`src/rtl/dbr_pkg.sv`:
```
package dbr_pkg;

  typedef enum logic [1:0] {
    XK_NONE = 2'b00,
    XK_JUMP = 2'b01,
    XK_CALL = 2'b10,
    XK_RSVD = 2'b11
  } xfer_kind_e;

endpackage

```
`src/rtl/dbr_slot_guard.sv`:
```
module dbr_slot_guard
  import dbr_pkg::*;
#(
  parameter bit STRICT = 1'b0
) (
  input  logic       issue,
  input  logic [1:0] kind_raw,
  input  logic       in_slot,
  output logic       take_xfer,
  output logic       take_call,
  output logic       raise_trap
);

  xfer_kind_e kind;
  logic       is_xfer;

  assign kind    = xfer_kind_e'(kind_raw);
  assign is_xfer = (kind == XK_JUMP) || (kind == XK_CALL);

  generate
    if (STRICT) begin : g_strict
      assign raise_trap = issue & is_xfer & in_slot;
    end else begin : g_lenient
      logic unused_slot;
      assign unused_slot = in_slot;
      assign raise_trap  = 1'b0;
    end
  endgenerate

  assign take_xfer = issue & is_xfer & ~raise_trap;
  assign take_call = take_xfer & (kind == XK_CALL);

endmodule

```
`src/rtl/dbr_pc_pair.sv`:
```
module dbr_pc_pair #(
  parameter int              AW       = 16,
  parameter logic [AW-1:0]   TRAP_VEC = '0
) (
  input  logic          clk,
  input  logic          rst,
  input  logic          issue,
  input  logic          take_xfer,
  input  logic          raise_trap,
  input  logic [AW-1:0] target,
  output logic [AW-1:0] pc,
  output logic [AW-1:0] npc,
  output logic          in_slot
);

  localparam logic [AW-1:0] ONE = AW'(1);

  always_ff @(posedge clk) begin
    if (rst) begin
      pc      <= '0;
      npc     <= ONE;
      in_slot <= 1'b0;
    end else if (issue) begin
      if (raise_trap) begin
        pc      <= TRAP_VEC;
        npc     <= TRAP_VEC + ONE;
        in_slot <= 1'b0;
      end else begin
        pc      <= npc;
        npc     <= take_xfer ? target : npc + ONE;
        in_slot <= take_xfer;
      end
    end
  end


  hold_on_stall_chk: assert property (@(posedge clk) disable iff (rst)
    !issue |=> $stable(pc) && $stable(npc) && $stable(in_slot));


  successor_shift_chk: assert property (@(posedge clk) disable iff (rst)
    (issue && !raise_trap) |=> pc == $past(npc));


  target_load_chk: assert property (@(posedge clk) disable iff (rst)
    (issue && take_xfer) |=> (npc == $past(target)) && in_slot);


  trap_redirect_chk: assert property (@(posedge clk) disable iff (rst)
    (issue && raise_trap) |=> (pc == TRAP_VEC) && !in_slot);

endmodule

```
`src/rtl/dbr_link_unit.sv`:
```
module dbr_link_unit #(
  parameter int AW = 16,
  parameter int LW = 5
) (
  input  logic          clk,
  input  logic          rst,
  input  logic          take_call,
  input  logic [AW-1:0] npc,
  input  logic [LW-1:0] sel,
  output logic          wr,
  output logic [AW-1:0] addr,
  output logic [LW-1:0] idx
);

  always_ff @(posedge clk) begin
    if (rst) begin
      wr   <= 1'b0;
      addr <= '0;
      idx  <= '0;
    end else begin
      wr <= take_call;
      if (take_call) begin
        addr <= npc + AW'(1);
        idx  <= sel;
      end
    end
  end


  link_follow_chk: assert property (@(posedge clk) disable iff (rst)
    take_call |=> wr && (idx == $past(sel)));


  link_value_chk: assert property (@(posedge clk) disable iff (rst)
    take_call |=> addr == $past(npc) + AW'(1));


  link_quiet_chk: assert property (@(posedge clk) disable iff (rst)
    !take_call |=> !wr);

endmodule

```
`src/rtl/dbr_fetch_seq.sv`:
```
module dbr_fetch_seq #(
  parameter int            AW          = 16,
  parameter int            LW          = 5,
  parameter bit            SLOT_STRICT = 1'b0,
  parameter logic [AW-1:0] TRAP_VEC    = AW'(256)
) (
  input  logic          clk,
  input  logic          rst,
  input  logic          issue_valid,
  input  logic [1:0]    xfer_kind,
  input  logic [AW-1:0] xfer_target,
  input  logic [LW-1:0] link_sel,
  output logic [AW-1:0] fetch_addr,
  output logic          link_wr,
  output logic [AW-1:0] link_addr,
  output logic [LW-1:0] link_idx,
  output logic          slot_trap
);

  logic          take_xfer;
  logic          take_call;
  logic          raise_trap;
  logic          in_slot;
  logic [AW-1:0] pc;
  logic [AW-1:0] npc;

  dbr_slot_guard #(
    .STRICT(SLOT_STRICT)
  ) u_guard (
    .issue     (issue_valid),
    .kind_raw  (xfer_kind),
    .in_slot   (in_slot),
    .take_xfer (take_xfer),
    .take_call (take_call),
    .raise_trap(raise_trap)
  );

  dbr_pc_pair #(
    .AW      (AW),
    .TRAP_VEC(TRAP_VEC)
  ) u_pair (
    .clk       (clk),
    .rst       (rst),
    .issue     (issue_valid),
    .take_xfer (take_xfer),
    .raise_trap(raise_trap),
    .target    (xfer_target),
    .pc        (pc),
    .npc       (npc),
    .in_slot   (in_slot)
  );

  dbr_link_unit #(
    .AW(AW),
    .LW(LW)
  ) u_link (
    .clk      (clk),
    .rst      (rst),
    .take_call(take_call),
    .npc      (npc),
    .sel      (link_sel),
    .wr       (link_wr),
    .addr     (link_addr),
    .idx      (link_idx)
  );

  always_ff @(posedge clk) begin
    if (rst) slot_trap <= 1'b0;
    else     slot_trap <= raise_trap;
  end

  assign fetch_addr = pc;


  trap_vector_chk: assert property (@(posedge clk) disable iff (rst)
    slot_trap |-> (fetch_addr == TRAP_VEC) && !link_wr);


  trap_single_chk: assert property (@(posedge clk) disable iff (rst)
    slot_trap |=> !slot_trap);


  reserved_plain_chk: assert property (@(posedge clk) disable iff (rst)
    (issue_valid && xfer_kind == 2'b11) |=> !link_wr && !slot_trap);


  reset_state_chk: assert property (@(posedge clk)
    rst |=> (fetch_addr == '0) && !link_wr && !slot_trap);

endmodule

```
`config.mk`:
```
export PLATFORM = sky130hd
export DESIGN_NAME = dbr_fetch_seq
export DESIGN_NICKNAME = d
export VERILOG_FILES = /design/src/rtl/dbr_pkg.sv /design/src/rtl/dbr_slot_guard.sv /design/src/rtl/dbr_pc_pair.sv /design/src/rtl/dbr_link_unit.sv /design/src/rtl/dbr_fetch_seq.sv
export SDC_FILE = /design/constraint.sdc
export NUM_CORES = 1
export LEC_CHECK = 0
export BUFFER_PORTS_ARGS = -buffer_cell sky130_fd_sc_hd__buf_2
export CAP_MARGIN = 30
export CORE_ASPECT_RATIO = 1.5
export CORE_MARGIN = 1
export CORE_UTILIZATION = 45
export DETAILED_ROUTE_END_ITERATION = 16
export PLACE_DENSITY_LB_ADDON = 0.25
export RECOVER_POWER = 25
export REMOVE_ABC_BUFFERS = 1
export SLEW_MARGIN = 0
export SYNTH_ARGS = -nofsm -noshare
export SYNTH_HDL_FRONTEND = slang
export SYNTH_SLANG_ARGS = --single-unit
```
`constraint.sdc`:
```
create_clock -name clk -period 5.72 [get_ports clk]
set_input_delay 1.144 -clock clk [delete_from_list [all_inputs] [get_ports clk]]
set_output_delay 1.144 -clock clk [all_outputs]
set_load 0.01 [all_outputs]
```
==> flow_summary.json, run 1 <==
{
  "status": "finished with violations",
  "violations": "max-capacitance violations, max-slew violations",
  "hold_viol_final": 0,
  "r2r_setup_slack_ns": 3.69,
  "synth_warnings": 0,
  "crit_end": "u_link.addr[6]",
  "cts_sinks": 54,
  "cts-root-buf": "clkbuf_8",
  "dieArea_um2": 5940,
  "num_io_pins": 65,
  "synthTopCellsByCount": "dfxtp_1, nor2_1, nand2_1",
  "layout-drive-gt1-share": 0.212,
  "yosysSeqAreaShare": 0.426,
  "vias": 2141,
  "pwr_density_cell_nw_per_um2": 275,
  "drcViolationCount": 0,
  "crit_slowest_cell": "and3_1",
  "cts_max_level": 2,
  "drt_iter0_drc": 123,
  "reg2reg_from": "u_pair.npc[0]",
  "leakage_uw": 0.00118,
  "antenna_found_initial": 0,
  "clk_pin_slew_worst_paths_ns": 0.10,
  "reg2reg_to": "u_link.addr[12]",
  "max_freq_mhz": 301,
  "final.setup_skew_ns": 0.00696,
  "synth_cell_types": 43,
  "hold_ws_ns": 0.458,
  "critical_path.startpoint": "xfer_kind[0]",
  "synth.most_common_cell": "dfxtp_1",
  "async_flop_share": 0,
  "final_core_util": 0.544,
  "cts_resized": 0,
  "worstSetupStartpointType": "input pin",
  "setup_viol": 0,
  "final.fill_count": 560,
  "hp-class": "flop to flop",
  "r2r_cells": 5,
  "gp_congestion": 0.861,
  "grt_pass1_wl_mm": 8.89,
  "drt-wirelength-per-cell_um": 13.6,
  "netlist_area_um2": 2530,
  "maxCapViolCount": 1,
  "finalCritPeriodShare": 0.581,
  "rsz0062_at_grt": "no",
  "finalSetupTns_ns": 0,
  "ir_drop_mv": 0.175,
  "crit_top_cell": "inv_1",
  "drt_pass1_iterations": 4,
  "gr-total-overflow": 0,
  "die_x_um": 63.3,
  "worstHoldPathCells": 2,
  "grt_use_total": 0.191,
  "start_util": 0.465,
  "power_uw": 816,
  "synth.avg_cell_area_um2": 8.59,
  "dpl.hpwl_mm": 3.82,
  "port_buffers": 63,
  "yosysTopAreaCell": "dfxtp_1",
  "cpPeakStageDelay_ns": 0.66,
  "vias_per_cell": 5.22,
  "crit_chain": "buf_2 > inv_1 > ha_1 > inv_1 > and3_1 > buf_8 > nor2_1 > a211oi_1",
  "ys_ff_latch": 54,
  "cp-end-kind": "flop",
  "worstPathArrival_ns": 3.51,
  "ys_top_cells_by_area": "dfxtp_1, mux2i_1, nor2_1, a211oi_1, xnor2_1",
  "worstSetupPathType": "input pin to flop",
  "netlist_instances": 295,
  "postCtsHoldBufs": 0,
  "relSlewSlack": -0.602,
  "clock_latency_ns": 0.31,
  "max_slew.worst_pin.slew_ns": 2.40,
  "grt_max_degree": 56,
  "crit_required_ns": 5.91,
  "postCtsSetupBuffers": 0,
  "cts-buffers-inserted": 5,
  "num_rows": 33,
  "cts_tree": "built",
  "path_max_fanout": 21,
  "clockBufferDepth": 2,
  "die_h_um": 93.9,
  "coreArea_um2": 5450,
  "final_max_slew_viol_count": 56,
  "areaGrowthSynthToFinish_pct": 17.0,
  "diodes": 0,
  "synth_ff_type": "dfxtp_1",
  "synth_top_area_frac": 0.426,
  "fin_crit_ns": 3.32,
  "grt_pass1_vias": 1943,
  "nets": 367,
  "synth_edf_count": 0,
  "ant_nets": 0,
  "routed_wl_mm": 5.56
}
==> critical path: cells and delay by family <==
kind | cells | cell delay (ns)
AOI/OAI and AO/OA | 1 | 0.22
adders and majority gates | 1 | 0.56
buffers and inverters | 4 | 0.87
and+or+nand+nor | 2 | 0.71
==> routing by layer <==
metal	vias to the layer above	GRT usage	wire length, um
met5	-	0	0
met4	0	0.0663	55
met3	4	0.0376	243
met2	52	0.342	2880
met1	977	0.223	2390
li1	1108	-	-
==> state kept, by name (all words and copies together) (netlist names) <==
register and count:
u_pair.pc 16, u_link.wr 1, u_link.addr 16, u_link.idx 5
u_pair.npc 16
==> cell usage in the layout (no fill, tap or decap), types with 3 or more instances in the layout <==
master	Yosys	final
clkbuf_8	0	5
xor2_1	3	3
a31oi_1	6	6
o21a_1	3	3
nor3_1	6	6
a211oi_1	14	14
nand3_1	7	7
o21ai_0	6	6
nor2_1	45	45
nor2b_1	6	6
a21oi_1	15	15
xnor2_1	11	11
clkbuf_1	17	10
or3_1	3	3
dfxtp_1	54	54
a22oi_1	4	4
inv_1	7	7
buf_2	7	53
mux2i_1	19	19
and3_1	3	3
nand3b_1	5	5
nand2_1	24	24
==> cell type report <==
type                       count  area, um^2  share of cell area
multi-input combinational    206        1310               0.441
inverter                       7        26.3             0.00886
clock buffer                   5        68.8              0.0232
clock inverter                 3        68.8              0.0232
tap                           70        87.6              0.0295
timing repair buffer          65         325               0.110
sequential                    54        1080               0.365
==> worst min-delay path by stage <==
stage	endpoint	slack (ns)	startpoint
final	u_link.idx[4]	0.46	u_link.idx[4]
after global routing	u_link.idx[1]	0.48	u_link.idx[1]
after CTS	u_link.idx[1]	0.46	u_link.idx[1]
after detailed placement	u_link.idx[1]	0.44	u_link.idx[1]
after global placement	u_link.idx[1]	0.44	u_link.idx[1]
after floorplan	u_link.addr[1]	0.47	u_link.addr[1]
==> cells by family (layout without fill, tap and decap cells) <==
| logic type | Yosys count | count (layout) | synth area share |
|---|---|---|---|
| AOI/OAI and AO/OA | 56 | 56 | 0.148 |
| xor gates and xnor gates | 14 | 14 | 0.0484 |
| adders and majority gates | 2 | 2 | 0.00987 |
| buffers and inverters | 35 | 80 | 0.0577 |
| DFF | 54 | 54 | 0.426 |
| muxes | 19 | 19 | 0.0750 |
| other | 1 | 1 | 0.00148 |
| and+or+nand+nor | 114 | 114 | 0.233 |
==> through the flow <==
step | area [um^2] | instances | setup slack, ns
after CTS | 2980 | 410 | 2.38
after global routing | 2970 | 410 | 2.21
after global placement | 2830 | 401 | 1.97
after detailed placement | 2840 | 402 | 2.07
final | 2970 | 410 | 2.40
after floorplan | 2410 | 267 | 2.61
==> report_power, final <==
part           switching [uW]  leakage [uW]  internal (uW)
combinational            55.0      0.000675           42.8
sequential               20.6      0.000440            393
clock                     129     0.0000683            175
total                     204       0.00118            612
Power figures use the tool's default switching activity.
==> run 2, diff against run 1 <==
- ABC_AREA: unset -> 1
- clock period: 5.72 -> 3.1 ns (I/O delays scaled with it)
==> run 2 against run 1 <==
Effect of this change: the run still ends with max-capacitance violations, max-slew violations left; die area is 4.6% lower; core utilization is 0.12 points higher; final area is 5.0% lower; wire length is 4.3% higher; clock-buffer cell count is 2 higher; first-iteration DRC count is 20% lower; combinational power is 97% higher; hold slack better by 0.0076 ns.
==> flow_summary.json, run 2 <==
{
  "pwr_density_cell_nw_per_um2": 484,
  "yosysSeqAreaShare": 0.447,
  "cpPeakStageDelay_ns": 1.16,
  "num_rows": 32,
  "num_io_pins": 65,
  "worstPathArrival_ns": 2.36,
  "path_max_fanout": 41,
  "p_sw_uw": 377,
  "final.setup_skew_ns": 0.00573,
  "synth.avg_cell_area_um2": 7.32,
  "die_x_um": 61.8,
  "synthTopCellsByCount": "nand2_1, dfxtp_1, a21oi_1",
  "cp-end-kind": "flop",
  "worstSetupPathType": "input pin to flop",
  "rsz0062_at_grt": "no",
  "cts_sinks": 54,
  "synth.most_common_cell": "nand2_1",
  "crit_required_ns": 3.33,
  "maxCapViolCount": 1,
  "max_slew.worst_pin.slew_ns": 1.59,
  "critPathTopFamily": "buffers and inverters",
  "postCtsHoldBufs": 0,
  "die_h_um": 91.7,
  "layout-drive-gt1-share": 0.158,
  "setup_viol": 0,
  "grt_pass1_vias": 2155,
  "dieArea_um2": 5670,
  "drt_iter0_drc": 98,
  "leakage_uw": 0.00129,
  "cts-root-buf": "clkbuf_8",
  "hp-class": "flop to flop",
  "clockBufferDepth": 2,
  "reg_top3": "u_link.addr: 16 flops, u_pair.npc: 16 flops, u_pair.pc: 16 flops",
  "clock_latency_ns": 0.30,
  "async_flop_share": 0,
  "antenna_found_initial": 0,
  "clk_pin_slew_worst_paths_ns": 0.09,
  "diodes": 0,
  "worstSetupStartpointType": "input pin",
  "vias": 2272,
  "p_clk_frac": 0.297,
  "preCtsSetupSlack_ns": 0.750,
  "cts_resized": 0,
  "cts-buffers-inserted": 5,
  "fin_crit_ns": 2.13,
  "synth_ff_type": "dfxtp_1",
  "intPower_uw": 987,
  "max_freq_mhz": 470,
  "vias_per_cell": 5.00,
  "hold_viol_final": 0,
  "ys_top_cells_by_area": "dfxtp_1, nand2_1, a21oi_1, o21ai_0, inv_1",
  "relSlewSlack": -0.0611,
  "ir_drop_mv": 0.251,
  "gp_congestion": 0.806,
  "ys_ff_latch": 54,
  "dpl.hpwl_mm": 4.00,
  "layout_setup_ws_ns": 0.974,
  "design_area_um2": 2820,
  "start_util": 0.468,
  "grt_use_total": 0.223,
  "grt_max_degree": 42,
  "finalSetupTns_ns": 0,
  "synth_edf_count": 0,
  "synth_warnings": 0,
  "crit_chain": "clkbuf_1 > clkbuf_1 > o21ai_0 > a21oi_1",
  "ant_nets": 0,
  "placed_cell_area_um2": 2750,
  "violations": "max-capacitance violations, max-slew violations",
  "pwr-share-comb": 0.141,
  "seq_power_share": 0.561,
  "final_cell_mix": "nand2_1, dfxtp_1, a21oi_1, buf_2, o21ai_0",
  "cts_max_level": 2,
  "port_buffers": 63,
  "drcViolationCount": 0,
  "gr-total-overflow": 0,
  "netSwitchingFraction": 0.276,
  "critPathBufInv": 2,
  "drt-wirelength-per-cell_um": 12.8,
  "synth_top_area_frac": 0.447,
  "synth_cell_types": 31,
  "final_common_cell": "nand2_1",
  "final.fill_count": 515,
  "grt_pass1_wl_mm": 9.56,
  "power_uw": 1360,
  "yosysTopAreaCell": "dfxtp_1",
  "final_max_slew_viol_count": 42,
  "netlist_area_um2": 2420,
  "coreArea_um2": 5160,
  "finalCritPeriodShare": 0.686,
  "crit_slowest_cell": "clkbuf_1",
  "nets": 413,
  "crit_top_cell": "clkbuf_1",
  "postCtsSetupBuffers": 0,
  "drt_pass1_iterations": 5,
  "netlist_instances": 330,
  "areaGrowthSynthToFinish_pct": 16.6,
  "cts_tree": "built",
  "status": "finished with violations",
  "routed_wl_mm": 5.80
}
-- run 2: cell types whose count changed after synthesis, moves of 8 or more --
cell / change
xnor2_1: -8
nand2_1: +38
mux2i_1: -19
a21oi_1: +29
inv_1: +22
nor2_1: -16
o21ai_0: +32
a211oi_1: -14
-- run 2: cell families (layout without fill, tap and decap cells) --
group | count (synthesis) | in the layout | share of synthesized area
AO/OA/AOI/OAI | 101 | 101 | 0.225
XOR/XNOR | 7 | 7 | 0.0254
adder cells (fa/ha/maj) | 2 | 2 | 0.0104
buffers and inverters | 50 | 106 | 0.0875
flip-flops | 54 | 54 | 0.447
other | 1 | 1 | 0.00155
AND/OR/NAND/NOR | 115 | 115 | 0.202
-- run 2: layout make-up --
class | count | area (um^2) | share of cell area
well taps | 68 | 85.1 | 0.0302
multi-input cells | 226 | 1120 | 0.399
flip-flops and latches | 54 | 1080 | 0.384
repair buffers | 67 | 318 | 0.113
inverters | 31 | 118 | 0.0418
clock inverters | 1 | 5.00 | 0.00178
clock buffers | 7 | 86.3 | 0.0307
-- run 2: routing by layer --
layer / GRT usage / vias to the layer above / part of all wire / wire length [um]
met4: 0.0926 / 0 / 0.022 / 130
met5: 0 / - / 0 / 0
met2: 0.374 / 62 / 0.51 / 2960
met1: 0.272 / 1015 / 0.42 / 2430
met3: 0.0353 / 10 / 0.048 / 280
li1: - / 1185 / - / -
-- run 2: per-stage QoR --
step | util | hold WS, ns | instances
CTS | 0.551 | 0.466 | 454
global placement | 0.533 | 0.448 | 446
detailed placement | 0.533 | 0.452 | 446
finish | 0.545 | 0.466 | 454
global route | 0.545 | 0.495 | 454
floorplan | - | 0.456 | 311
-- run 2: worst min-delay path: stages (launching register included) --
cell,delay (ns)
dfxtp_1,0.32
nand2_1,0.06
a21oi_1,0.05
-- run 2: worst paths after layout --
kind | slack, ns | start | cells past startpoint | end
worst max-delay path | 0.97 | issue_valid | 4 | u_pair.pc[13]
worst min-delay path | 0.47 | u_link.idx[4] | 2 | u_link.idx[4]
worst max register to register | 1.49 | u_pair.npc[0] | 7 | u_pair.npc[8]
worst min register to register | 0.47 | u_link.idx[4] | 2 | u_link.idx[4]
-- run 2: power by group through the flow --
stage,clock network [uW],logic [uW],registers [uW]
after floorplan,0,105,787
after global placement,0,194,782
after detailed placement,0,197,782
after CTS,412,199,766
after global routing,442,219,773
final,406,192,766
